## src/rtl/wbcap_pkg.sv

```systemverilog
// Shared constants for the writeback capture controller: word indices of the
// register map, control-bit positions and the fixed identification field.
package wbcap_pkg;
    localparam int REG_W  = 32;
    localparam int PROG_W = 16;

    // Word indices (byte offset / 4).
    localparam int IDX_BASE   = 0;
    localparam int IDX_STRIDE = 1;
    localparam int IDX_SIZE   = 2;
    localparam int IDX_CTRL   = 3;
    localparam int IDX_PROG   = 4;

    // Control-word bit positions.
    localparam int B_START  = 0;
    localparam int B_BUSY   = 1;
    localparam int B_IRQEN  = 2;
    localparam int B_ABORT  = 14;
    localparam int B_REARM  = 15;
    localparam int B_SLEEP  = 21;

    localparam logic [7:0] ID_TAG = 8'h54;
    localparam logic [1:0] ID_REV = 2'b01;

    // Low address bits forced to zero.
    localparam int BASE_ALIGN_BITS   = 2;
    localparam int STRIDE_ALIGN_BITS = 4;

    typedef struct packed {
        logic sleep;
        logic rearm;
        logic irq_en;
    } ctrl_t;
endpackage

```

## src/rtl/wbcap_regs.sv

```systemverilog
// Register file of the capture controller.
// Holds base, stride, size and the control flags; decodes start/abort
// commands as single-cycle requests and builds the read word.
// Assumes word-aligned offsets; any other offset is unmapped.
module wbcap_regs
    import wbcap_pkg::*;
#(
    parameter int ADDR_W = 5,
    parameter int PTR_W  = 32
) (
    input  logic              clk,
    input  logic              rst_n,
    input  logic              reg_we,
    input  logic [ADDR_W-1:0] reg_addr,
    input  logic [REG_W-1:0]  reg_wdata,
    output logic [REG_W-1:0]  reg_rdata,
    input  logic              busy,
    input  logic [PROG_W-1:0] prog,
    output logic [PTR_W-1:0]  base,
    output logic [PTR_W-1:0]  stride,
    output logic [15:0]       height,
    output ctrl_t             ctrl,
    output logic              go_req,
    output logic              abort_req
);
    localparam int IDX_W = ADDR_W - 2;
    localparam logic [PTR_W-1:0] BASE_MASK   = ~PTR_W'((1 << BASE_ALIGN_BITS) - 1);
    localparam logic [PTR_W-1:0] STRIDE_MASK = ~PTR_W'((1 << STRIDE_ALIGN_BITS) - 1);

    logic [IDX_W-1:0] idx;
    logic             aligned;
    logic             sel_base, sel_stride, sel_size, sel_ctrl, sel_prog;
    logic [15:0]      width;

    assign idx     = reg_addr[ADDR_W-1:2];
    assign aligned = (reg_addr[1:0] == 2'b00);

    // Decode the addressed register.
    always_comb begin
        sel_base   = aligned && (idx == IDX_W'(IDX_BASE));
        sel_stride = aligned && (idx == IDX_W'(IDX_STRIDE));
        sel_size   = aligned && (idx == IDX_W'(IDX_SIZE));
        sel_ctrl   = aligned && (idx == IDX_W'(IDX_CTRL));
        sel_prog   = aligned && (idx == IDX_W'(IDX_PROG));
    end

    // Command requests, valid only in the write cycle.
    assign go_req    = reg_we && sel_ctrl && reg_wdata[B_START];
    assign abort_req = reg_we && sel_ctrl && reg_wdata[B_ABORT];

    // Frame configuration: frozen while a frame runs.
    always_ff @(posedge clk) begin
        if (!rst_n) begin
            base   <= '0;
            stride <= '0;
            height <= '0;
            width  <= '0;
        end else if (reg_we && !busy) begin
            if (sel_base)   base   <= reg_wdata[PTR_W-1:0] & BASE_MASK;
            if (sel_stride) stride <= reg_wdata[PTR_W-1:0] & STRIDE_MASK;
            if (sel_size) begin
                height <= reg_wdata[31:16];
                width  <= reg_wdata[15:0];
            end
        end
    end

    // Control flags: writable at any time.
    always_ff @(posedge clk) begin
        if (!rst_n) begin
            ctrl <= '0;
        end else if (reg_we && sel_ctrl) begin
            ctrl.sleep  <= reg_wdata[B_SLEEP];
            ctrl.rearm  <= reg_wdata[B_REARM];
            ctrl.irq_en <= reg_wdata[B_IRQEN];
        end
    end

    // Read multiplexer.
    always_comb begin
        reg_rdata = '0;
        if (sel_base)   reg_rdata = REG_W'(base);
        if (sel_stride) reg_rdata = REG_W'(stride);
        if (sel_size)   reg_rdata = {height, width};
        if (sel_prog)   reg_rdata = REG_W'(prog);
        if (sel_ctrl) begin
            reg_rdata[31:24]   = ID_TAG;
            reg_rdata[23:22]   = ID_REV;
            reg_rdata[B_SLEEP] = ctrl.sleep;
            reg_rdata[B_REARM] = ctrl.rearm;
            reg_rdata[B_IRQEN] = ctrl.irq_en;
            reg_rdata[B_BUSY]  = busy;
        end
    end
endmodule

```

## src/rtl/wbcap_frame.sv

```systemverilog
// Frame sequencer: owns the busy flag and the committed-line count.
// Emits the frame-start request and the idle interrupt.
// Assumes line_done is a one-cycle strobe per committed line.
module wbcap_frame
    import wbcap_pkg::*;
(
    input  logic              clk,
    input  logic              rst_n,
    input  logic              go_req,
    input  logic              abort_req,
    input  logic              line_done,
    input  logic [15:0]       height,
    input  ctrl_t             ctrl,
    output logic              busy,
    output logic [PROG_W-1:0] prog,
    output logic              frame_start,
    output logic              irq,
    output logic              load,
    output logic              step
);
    logic ended;
    logic last_line;

    // Qualified events for this cycle.
    assign load      = go_req && !abort_req && !busy && (height != 16'd0);
    assign step      = busy && line_done && !abort_req;
    assign last_line = ((prog + PROG_W'(1)) == PROG_W'(height));

    // Frame state: abort outranks start, start outranks line counting.
    always_ff @(posedge clk) begin
        if (!rst_n) begin
            busy        <= 1'b0;
            prog        <= '0;
            ended       <= 1'b0;
            frame_start <= 1'b0;
        end else begin
            frame_start <= 1'b0;
            if (busy && abort_req) begin
                busy  <= 1'b0;
                ended <= 1'b1;
            end else if (load) begin
                busy        <= 1'b1;
                prog        <= '0;
                ended       <= 1'b0;
                frame_start <= 1'b1;
            end else if (step) begin
                prog <= prog + PROG_W'(1);
                if (last_line) begin
                    busy        <= 1'b0;
                    ended       <= 1'b1;
                    frame_start <= ctrl.rearm;
                end
            end
        end
    end

    // Level interrupt while enabled and a frame has ended.
    assign irq = ctrl.irq_en && ended;
endmodule

```

## src/rtl/wbcap_addr.sv

```systemverilog
// Line address accumulator: loads the base at frame start and adds the stride
// on every committed line, wrapping modulo 2^PTR_W.
module wbcap_addr #(
    parameter int PTR_W = 32
) (
    input  logic             clk,
    input  logic             rst_n,
    input  logic             load,
    input  logic             step,
    input  logic [PTR_W-1:0] base,
    input  logic [PTR_W-1:0] stride,
    output logic [PTR_W-1:0] line_addr
);
    // Accumulate base + n * stride without a multiplier.
    always_ff @(posedge clk) begin
        if (!rst_n)    line_addr <= '0;
        else if (load) line_addr <= base;
        else if (step) line_addr <= line_addr + stride;
    end
endmodule

```

## src/rtl/wbcap_ctrl.sv

```systemverilog
// Top of the frame writeback capture controller.
// Connects the register file, the frame sequencer and the line address
// accumulator. Memory writes are allowed exactly while a frame is busy.
module wbcap_ctrl
    import wbcap_pkg::*;
#(
    parameter int ADDR_W = 5,
    parameter int PTR_W  = 32
) (
    input  logic              clk,
    input  logic              rst_n,
    input  logic              reg_we,
    input  logic [ADDR_W-1:0] reg_addr,
    input  logic [31:0]       reg_wdata,
    output logic [31:0]       reg_rdata,
    input  logic              line_done,
    output logic [PTR_W-1:0]  line_addr,
    output logic              frame_start,
    output logic              frame_busy,
    output logic              mem_sleep,
    output logic              irq
);
    logic [PTR_W-1:0]  base, stride;
    logic [15:0]       height;
    ctrl_t             ctrl;
    logic              go_req, abort_req, busy, load, step;
    logic [PROG_W-1:0] prog;

    wbcap_regs #(.ADDR_W(ADDR_W), .PTR_W(PTR_W)) u_regs (
        .clk(clk), .rst_n(rst_n), .reg_we(reg_we), .reg_addr(reg_addr),
        .reg_wdata(reg_wdata), .reg_rdata(reg_rdata), .busy(busy), .prog(prog),
        .base(base), .stride(stride), .height(height), .ctrl(ctrl),
        .go_req(go_req), .abort_req(abort_req)
    );

    wbcap_frame u_frame (
        .clk(clk), .rst_n(rst_n), .go_req(go_req), .abort_req(abort_req),
        .line_done(line_done), .height(height), .ctrl(ctrl), .busy(busy),
        .prog(prog), .frame_start(frame_start), .irq(irq), .load(load), .step(step)
    );

    wbcap_addr #(.PTR_W(PTR_W)) u_addr (
        .clk(clk), .rst_n(rst_n), .load(load), .step(step), .base(base),
        .stride(stride), .line_addr(line_addr)
    );

    assign frame_busy = busy;
    assign mem_sleep  = ctrl.sleep;
endmodule

```

## config.mk

```make
export PLATFORM = sky130hd
export DESIGN_NAME = wbcap_ctrl
export DESIGN_NICKNAME = d
export VERILOG_FILES = /design/src/rtl/wbcap_pkg.sv /design/src/rtl/wbcap_regs.sv /design/src/rtl/wbcap_frame.sv /design/src/rtl/wbcap_addr.sv /design/src/rtl/wbcap_ctrl.sv
export SDC_FILE = /design/constraint.sdc
export NUM_CORES = 1
export LEC_CHECK = 0
export BUFFER_PORTS_ARGS = -buffer_cell sky130_fd_sc_hd__buf_2
export CAP_MARGIN = 20
export CORE_ASPECT_RATIO = 2
export CORE_MARGIN = 4
export CORE_UTILIZATION = 50
export CTS_BUF_LIST = sky130_fd_sc_hd__clkbuf_4 sky130_fd_sc_hd__clkbuf_8
export CTS_CLUSTER_DIAMETER = 150
export DETAILED_ROUTE_END_ITERATION = 10
export PLACE_DENSITY = 0.82
export SKIP_LAST_GASP = 1
export SLEW_MARGIN = 20
export SYNTH_ARGS = -nofsm -noshare
export SYNTH_HDL_FRONTEND = slang
export SYNTH_HIERARCHICAL = 1
export SYNTH_SLANG_ARGS = --single-unit
```

## constraint.sdc

```tcl
create_clock -name clk -period 4.86 [get_ports clk]
set_input_delay 0.972 -clock clk [delete_from_list [all_inputs] [get_ports clk]]
set_output_delay 0.972 -clock clk [all_outputs]
set_load 0.1 [all_outputs]
```

==> metrics.json, run 1 <==
{
  "end_kind": "output pin",
  "worst_ep_arrival_time_ps": 3150,
  "initial_core_util_pct": 50.80,
  "detailedRoute.firstIterationViolations": 868,
  "antenna_violating_nets_post_route": 0,
  "vias_per_cell": 6.389,
  "cts_made_buffers": 17,
  "numPortBuffers": 108,
  "max_freq_mhz": 242.7,
  "finalNonFillerCells": 1482,
  "yosys.cell_types.count": 75,
  "final-max-slew-violation-count": 0,
  "r2r_slack_ps": 1960,
  "cp_max_fo": 20,
  "critical-path-top-delay-family": "simple AND/OR/NAND/NOR gates",
  "cp_slowest_stage_delay_ps": 740,
  "netlist_top_cells_count": "260 x sky130_fd_sc_hd__nand2_1, 144 x sky130_fd_sc_hd__dfxtp_1, 110 x sky130_fd_sc_hd__a21oi_1, 58 x sky130_fd_sc_hd__o21ai_0, 52 x sky130_fd_sc_hd__nor2_1",
  "hold_viol_final": 0,
  "first_global_vias": 9207,
  "pin_count_of_the_biggest_net_entering_global_routing": 70,
  "cts-root-to-sink-buffers": 2,
  "fin_crit_sh_pct": 84.79,
  "dpl.cell_count": 1450,
  "finalWeightedCongestion": 1.010,
  "chipWidth_um": 102.8,
  "grt_overflow": 0,
  "detailroute.via_count": 9468,
  "postLayoutCoreUtil_pct": 56.59,
  "setup_viol_count_final": 0,
  "postCtsHoldBufs": 0,
  "timing.max_slew.rel_slack_pct": 42.72,
  "core_region_area_sq_um": 17700,
  "layout-drive-gt1-share_pct": 15.14,
  "clk_transition_reported_paths_ps": 80,
  "post_synth_instance_area_sq_um": 8991,
  "yosysTopAreaCell": "sky130_fd_sc_hd__dfxtp_1",
  "synthDominantCellAreaShare_pct": 32.06,
  "routed_wl_mm": 30.86,
  "adder_and_majority_cell_fraction_of_the_synthesized_area_pct": 4.676,
  "main_combinational_cell_family_by_area_after_synthesis": "compound AO/OA/AOI/OAI gates",
  "power_frac_clock_pct": 41.1,
  "flow.area_growth_from_synthesis_pct": 11.38,
  "yosys_warnings": 6,
  "mux_cell_area_share_after_synthesis_pct": 0.7793,
  "dieHeight_um": 197.6,
  "avgSynthCellArea_sq_um": 7.607,
  "post_cts.resized_instances": 0,
  "clk_lat_worst_skew_ps": 460,
  "post_synth_main_area_contributors": "sky130_fd_sc_hd__dfxtp_1 32%, sky130_fd_sc_hd__nand2_1 11%, sky130_fd_sc_hd__a21oi_1 6.1%",
  "tns_ps": 0,
  "p_per_area_nw_per_um2": 234.8,
  "p_sw_uw": 649.0,
  "synth-seq-cells": 144,
  "share_comb_of_total_power_pct": 8.3,
  "initial_antenna_violation_count": 2,
  "design.die.area_sq_um": 20320,
  "vdd.ir_drop.worst_mv": 0.2845,
  "numClockSinks": 144,
  "yosys_most_used_dff": "sky130_fd_sc_hd__dfxtp_1",
  "synth_async_sr_flop_share_pct": 0,
  "drv.max_cap_violation_count": 0,
  "seq_power_share_pct": 50.7,
  "power.share.switching_pct": 27.60,
  "synth-compound-area-share_pct": 30.16,
  "power_mw": 2.351,
  "critical_path_buf_inv_count": 2,
  "wire_per_inst_um": 20.82,
  "dp.final_hpwl_mm": 23.29,
  "layout_min_cycle_time_ps": 4121,
  "rsz0062_at_grt": "false",
  "drc_errors": 0,
  "worst_hold_path_type": "reg2reg",
  "crit_path_top_delay_cell": "sky130_fd_sc_hd__nor2_2",
  "synth_edf_count": 0,
  "cts_max_level": 4,
  "cts.root.buffer_cell": "sky130_fd_sc_hd__clkbuf_8",
  "worstMarginPinSlew_ps": 858.2,
  "post-cts-setup-buffer-count": 0,
  "core.rowCount": 69,
  "post_synth_inst_count": 1182,
  "fin_worst_skew_ps": 14.83,
  "finalNetCount": 1330,
  "cp_common_cell": "sky130_fd_sc_hd__buf_2",
  "critical_path_class": "in2out",
  "worst_setup_sp_type": "input pin",
  "drt-pass1-iter-count": 6,
  "tritoncts": "done",
  "io-pin-count": 109,
  "synthXorXnorAreaFrac_pct": 4.871,
  "power_leakage_nw": 4.004,
  "post_synth_and_or_nand_nor_area_fraction_pct": 22.27,
  "status": "completed",
  "synthMostInstantiatedCell": "sky130_fd_sc_hd__nand2_1",
  "power_report.internal_total_mw": 1.702,
  "register_area_share_after_synthesis_pct": 32.06,
  "globalRouteTotalUtil_pct": 30.23,
  "cp_cell_sequence": "buf_2 > nand2b_1 > nor2_2 > a221oi_1 > a21oi_1 > buf_2",
  "crit_required_ps": 3890,
  "grt_first_pass_wirelength_mm": 47.52
}
worst paths after layout:
check / to / startpoint / cells after the start
setup / recovery: reg_rdata[18] / reg_addr[4] / 6
hold reg to reg: u_regs/width[14] / u_regs/width[14] / 2
hold / removal: u_regs/width[14] / u_regs/width[14] / 2
setup reg to reg: u_addr/line_addr[29] / u_addr/line_addr[6] / 9
state kept, by name (all words and copies together), names as in the netlist:
signal,count
u_regs/base,30
u_regs/height,16
u_regs/stride,28
u_regs/width,16
u_addr/line_addr,32
u_regs/ctrl,3
u_frame/busy,1
u_frame/prog,16
u_frame/frame_start,1
u_frame/ended,1
worst min-delay path, cell delays in order, from the launching register on:
cell and delay [ps]:
sky130_fd_sc_hd__dfxtp_1 320, sky130_fd_sc_hd__nand2_1 50, sky130_fd_sc_hd__a21boi_1 50
per-stage QoR:
step,cell area (sq um),setup slack (ps),hold WS [ps]
CTS,10010,812.8,457.8
global placement,9619,819.8,441.6
floorplan,9010,596.9,435.1
detailed placement,9620,812.4,445.7
finish,10010,739.1,456.8
global route,10010,642.9,472.7
metal layers:
metal  track usage, %  up-vias  wire (um)
met5                0        -          7
met4            21.85        2       2468
met3            5.267      179       2449
met2            53.14      523      15710
met1            31.19     4421      10230
li1                 -     4343          -
layout make-up:
cell class	instances	area, sq um
fill	1657	7684
multi-input combinational	942	5672
sequential	144	2883
timing repair buffer	134	735.7
tap	213	266.5
clock buffer	17	234.0
clock inverter	14	157.7
inverter	17	63.81
antenna	1	2.502
logic make-up (layout without fill, tap and decap cells):
group,Yosys count,after routing
DFF,144,144
other,1,7
and+or+nand+nor,440,440
buffers and inverters,101,182
adders and majority gates,33,33
xor gates and xnor gates,50,50
AOI/OAI and AO/OA,406,406
muxes,7,7
power groups by stage:
stage	registers [mW]	clock network [mW]	logic, mW
final	1.19	0.966	0.194
after global routing	1.19	1.02	0.204
after floorplan	1.22	0	0.124
after global placement	1.22	0	0.188
after CTS	1.19	0.977	0.190
after detailed placement	1.22	0	0.189
layout by cell type, fill, tap and decap left out, types with 12 or more instances in the layout:
master	instances
sky130_fd_sc_hd__and3_1	18
sky130_fd_sc_hd__ha_1	32
sky130_fd_sc_hd__nor2b_1	12
sky130_fd_sc_hd__nand4_1	16
sky130_fd_sc_hd__buf_4	26
sky130_fd_sc_hd__xnor2_1	34
sky130_fd_sc_hd__nand3_1	21
sky130_fd_sc_hd__buf_2	108
sky130_fd_sc_hd__clkbuf_8	17
sky130_fd_sc_hd__a21o_1	19
sky130_fd_sc_hd__a21oi_1	110
sky130_fd_sc_hd__nor2_1	52
sky130_fd_sc_hd__a221oi_1	12
sky130_fd_sc_hd__dfxtp_1	144
sky130_fd_sc_hd__o21ai_1	14
sky130_fd_sc_hd__o21ai_0	58
sky130_fd_sc_hd__inv_1	17
sky130_fd_sc_hd__a21boi_1	51
sky130_fd_sc_hd__a21boi_0	44
sky130_fd_sc_hd__nand2_1	260
sky130_fd_sc_hd__xor2_1	16
No activity file was read; power rests on OpenSTA's default activity.
==> inputs of run 2 (changes only) <==
--- a/config.mk
+++ b/config.mk
@@ -5,6 +5,7 @@
 export SDC_FILE = /design/constraint.sdc
 export NUM_CORES = 1
 export LEC_CHECK = 0
+export ABC_AREA = 1
 export BUFFER_PORTS_ARGS = -buffer_cell sky130_fd_sc_hd__buf_2
 export CAP_MARGIN = 20
 export CORE_ASPECT_RATIO = 2
@@ -13,7 +14,7 @@
 export CTS_BUF_LIST = sky130_fd_sc_hd__clkbuf_4 sky130_fd_sc_hd__clkbuf_8
 export CTS_CLUSTER_DIAMETER = 150
 export DETAILED_ROUTE_END_ITERATION = 10
-export PLACE_DENSITY = 0.82
+export PLACE_DENSITY = 0.84
 export SKIP_LAST_GASP = 1
 export SLEW_MARGIN = 20
 export SYNTH_ARGS = -nofsm -noshare
==> constraint.sdc (replaced) <==
create_clock -name clk -period 3.5 [get_ports clk]
set_input_delay 0.7 -clock clk [delete_from_list [all_inputs] [get_ports clk]]
set_output_delay 0.7 -clock clk [all_outputs]
set_load 0.1 [all_outputs]
==> run 2 against run 1 <==
Non-clock buffer count decreased by 6. Sequential power increased by 40%. Register-to-register slack lost 800 ps. Critical endpoint is now reg_rdata[19]. Largest cell class unchanged.
==> metrics.json, run 2 <==
{
  "fin_worst_skew_ps": 10.49,
  "top_flop_regs": "u_addr/line_addr: 32 flops, u_regs/base: 30 flops, u_regs/stride: 28 flops",
  "routed_wl_mm": 34.74,
  "finalNetCount": 1792,
  "worst_hold_path_type": "reg2reg",
  "critical_path_class": "in2out",
  "worstMarginPinSlew_ps": 1005,
  "cp_slowest_stage_delay_ps": 270,
  "detailroute.via_count": 11090,
  "post_cts.resized_instances": 0,
  "numPortBuffers": 108,
  "critical-path-top-delay-family": "buffers and inverters",
  "flow.area_growth_from_synthesis_pct": 14.64,
  "end_kind": "output pin",
  "layout_common_cells": "468 x sky130_fd_sc_hd__nand2_1, 247 x sky130_fd_sc_hd__nor2_1, 193 x sky130_fd_sc_hd__inv_1, 161 x sky130_fd_sc_hd__nand3_1, 144 x sky130_fd_sc_hd__dfxtp_1",
  "critical_path_buf_inv_count": 4,
  "netlist_top_cells_count": "468 x sky130_fd_sc_hd__nand2_1, 248 x sky130_fd_sc_hd__nor2_1, 193 x sky130_fd_sc_hd__inv_1, 161 x sky130_fd_sc_hd__nand3_1, 144 x sky130_fd_sc_hd__dfxtp_1",
  "cts_max_level": 4,
  "avgSynthCellArea_sq_um": 6.153,
  "p_per_area_nw_per_um2": 282.9,
  "tritoncts": "done",
  "worst_setup_sp_type": "input pin",
  "regArea_sq_um": 2883,
  "vias_per_cell": 5.568,
  "diodes": 0,
  "drc_errors": 0,
  "largest_register_ffs": 32,
  "design.die.area_sq_um": 22750,
  "cp_common_cell": "sky130_fd_sc_hd__buf_12",
  "clk_lat_worst_skew_ps": 450,
  "crit_path_top_delay_cell": "sky130_fd_sc_hd__buf_2",
  "setup_viol_count_final": 0,
  "cts.root.buffer_cell": "sky130_fd_sc_hd__clkbuf_8",
  "yosysTopAreaCell": "sky130_fd_sc_hd__dfxtp_1",
  "synth_edf_count": 0,
  "globalRouteTotalUtil_pct": 30.45,
  "power_frac_clock_pct": 40.3,
  "status": "completed",
  "layout-drive-gt1-share_pct": 13.76,
  "post_synth_instance_area_sq_um": 10130,
  "fin_crit_sh_pct": 82.96,
  "yosys_most_used_dff": "sky130_fd_sc_hd__dfxtp_1",
  "yosys.cell_types.count": 43,
  "final-max-slew-violation-count": 0,
  "drt-pass1-iter-count": 7,
  "share_comb_of_total_power_pct": 8.9,
  "grt_first_pass_wirelength_mm": 53.98,
  "synthMostInstantiatedCell": "sky130_fd_sc_hd__nand2_1",
  "cp_cell_sequence": "buf_2 > nor2_2 > inv_2 > nor2_4 > buf_12 > nand2_1 > nand3_1 > buf_12",
  "cts_made_buffers": 17,
  "mostFrequentLayoutCell": "sky130_fd_sc_hd__nand2_1",
  "dp.final_hpwl_mm": 26.58,
  "clk_transition_reported_paths_ps": 70,
  "dpl_worst_slack_ps": 599.1,
  "drv.max_cap_violation_count": 0,
  "grt_overflow": 0,
  "finalNonFillerCells": 1992,
  "max_freq_mhz": 344.4,
  "power_report.internal_total_mw": 2.402,
  "power.share.switching_pct": 26.91,
  "layout_min_cycle_time_ps": 2904,
  "post_synth_inst_count": 1647,
  "chipWidth_um": 108.7,
  "finalWeightedCongestion": 1.043,
  "initial_core_util_pct": 50.89,
  "numClockSinks": 144,
  "synthDominantCellAreaShare_pct": 28.45,
  "detailedRoute.firstIterationViolations": 1013,
  "pin_count_of_the_biggest_net_entering_global_routing": 91,
  "worst_ep_arrival_time_ps": 2200,
  "io-pin-count": 109,
  "timing.max_slew.rel_slack_pct": 32.94,
  "crit_required_ps": 2800,
  "initial_antenna_violation_count": 0,
  "tns_ps": 0,
  "multi_input_gate_area_sq_um": 6015,
  "dpl.cell_count": 1961,
  "post-cts-setup-buffer-count": 0,
  "yosys_warnings": 6,
  "antenna_violating_nets_post_route": 0,
  "dieHeight_um": 209.3,
  "register_area_share_after_synthesis_pct": 28.45,
  "post_synth_main_area_contributors": "sky130_fd_sc_hd__dfxtp_1 28%, sky130_fd_sc_hd__nand2_1 17%, sky130_fd_sc_hd__nor2_1 9.2%",
  "hold_depth": 2,
  "vdd.ir_drop.worst_mv": 0.2217,
  "synth-seq-cells": 144,
  "seq_power_share_pct": 50.8,
  "hold_viol_final": 0,
  "worst_r2r_path_depth": 11,
  "core_region_area_sq_um": 19910,
  "rsz0062_at_grt": "false",
  "fill_cells": 1997,
  "postCtsHoldBufs": 0,
  "first_global_vias": 10590,
  "wire_per_inst_um": 17.44,
  "power_leakage_nw": 5.549,
  "synth_async_sr_flop_share_pct": 0,
  "cp_max_fo": 59,
  "p_sw_uw": 884.3,
  "core.rowCount": 73,
  "cp_num_cells": 8,
  "registers.top_by_ff_count": "u_addr/line_addr",
  "layout_setup_ws_ps": 596.4,
  "cts-root-to-sink-buffers": 2
}
run 2: changes by cell type in the layout (fill, tap and decap cells not counted), sizes merged, moves of 90 or more:
| cell | before | now |
|---|---|---|
| nand3 | 21 | 174 |
| nand4 | 17 | 107 |
| nand2 | 261 | 488 |
| nor2 | 54 | 273 |
| inv | 21 | 206 |
| a21boi | 95 | 3 |
run 2: cells by family after synthesis:
| family | share of synthesized area, % |
|---|---|
| flops | 28.45 |
| other cells | 0.03701 |
| fa+ha+maj | 4.149 |
| compound gates | 7.248 |
| simple gates | 46.55 |
| xor+xnor | 1.037 |
| buf+inv | 12.53 |
run 2: power groups by stage:
stage               Clock, mW  Combinational (mW)  Sequential [mW]
floorplan                   0               0.203             1.70
global placement            0               0.285             1.71
detailed placement          0               0.288             1.71
CTS                      1.35               0.289             1.67
global route             1.41               0.319             1.67
finish                   1.32               0.294             1.67
run 2: path summary, 6_finish.rpt:
kind / from / endpoint / slack (ps)
worst min-delay path: u_regs/width[4] / u_regs/width[4] / 490
worst min register to register: u_regs/width[4] / u_regs/width[4] / 490
worst max-delay path: reg_addr[4] / reg_rdata[19] / 600
worst max register to register: u_frame/prog[0] / u_frame/frame_start / 1160
run 2: area by class of cell:
class                      count  area share [%]
clock buffer                  19           2.251
clock inverter                12           1.131
inverter                     204           6.591
multi-input combinational   1223           51.77
sequential                   144           24.81
tap                          262           2.822
timing repair buffer         128           10.62
run 2: per-layer routing:
layer	track usage [%]	vias to the layer above	wire, um
met5	0	-	0
met3	3.386	137	1778
met1	32.12	5065	12160
met4	20.62	0	2558
met2	55.03	459	18240
li1	-	5431	-
run 2: worst register-to-register path, delay by kind of cell (launching register included):
| family | cells | cell delay (ps) |
|---|---|---|
| AND/OR/NAND/NOR | 8 | 1000 |
| flip-flops | 1 | 500 |
| adder cells (fa/ha/maj) | 1 | 280 |
| buffers and inverters | 1 | 260 |
| AO/OA/AOI/OAI | 1 | 210 |
run 2: metrics by stage:
step           power (mW)  hold WS (ps)  area, sq um  utilization (%)
2_1_floorplan       1.904         454.1        10150                -
3_3_place_gp        1.991         464.5        11220            56.37
3_5_place_dp        1.995         473.7        11220            56.37
4_1_cts             3.305         488.7        11620            58.34
5_1_grt             3.400         508.1        11620            58.34
6_report            3.287         486.6        11620            58.34
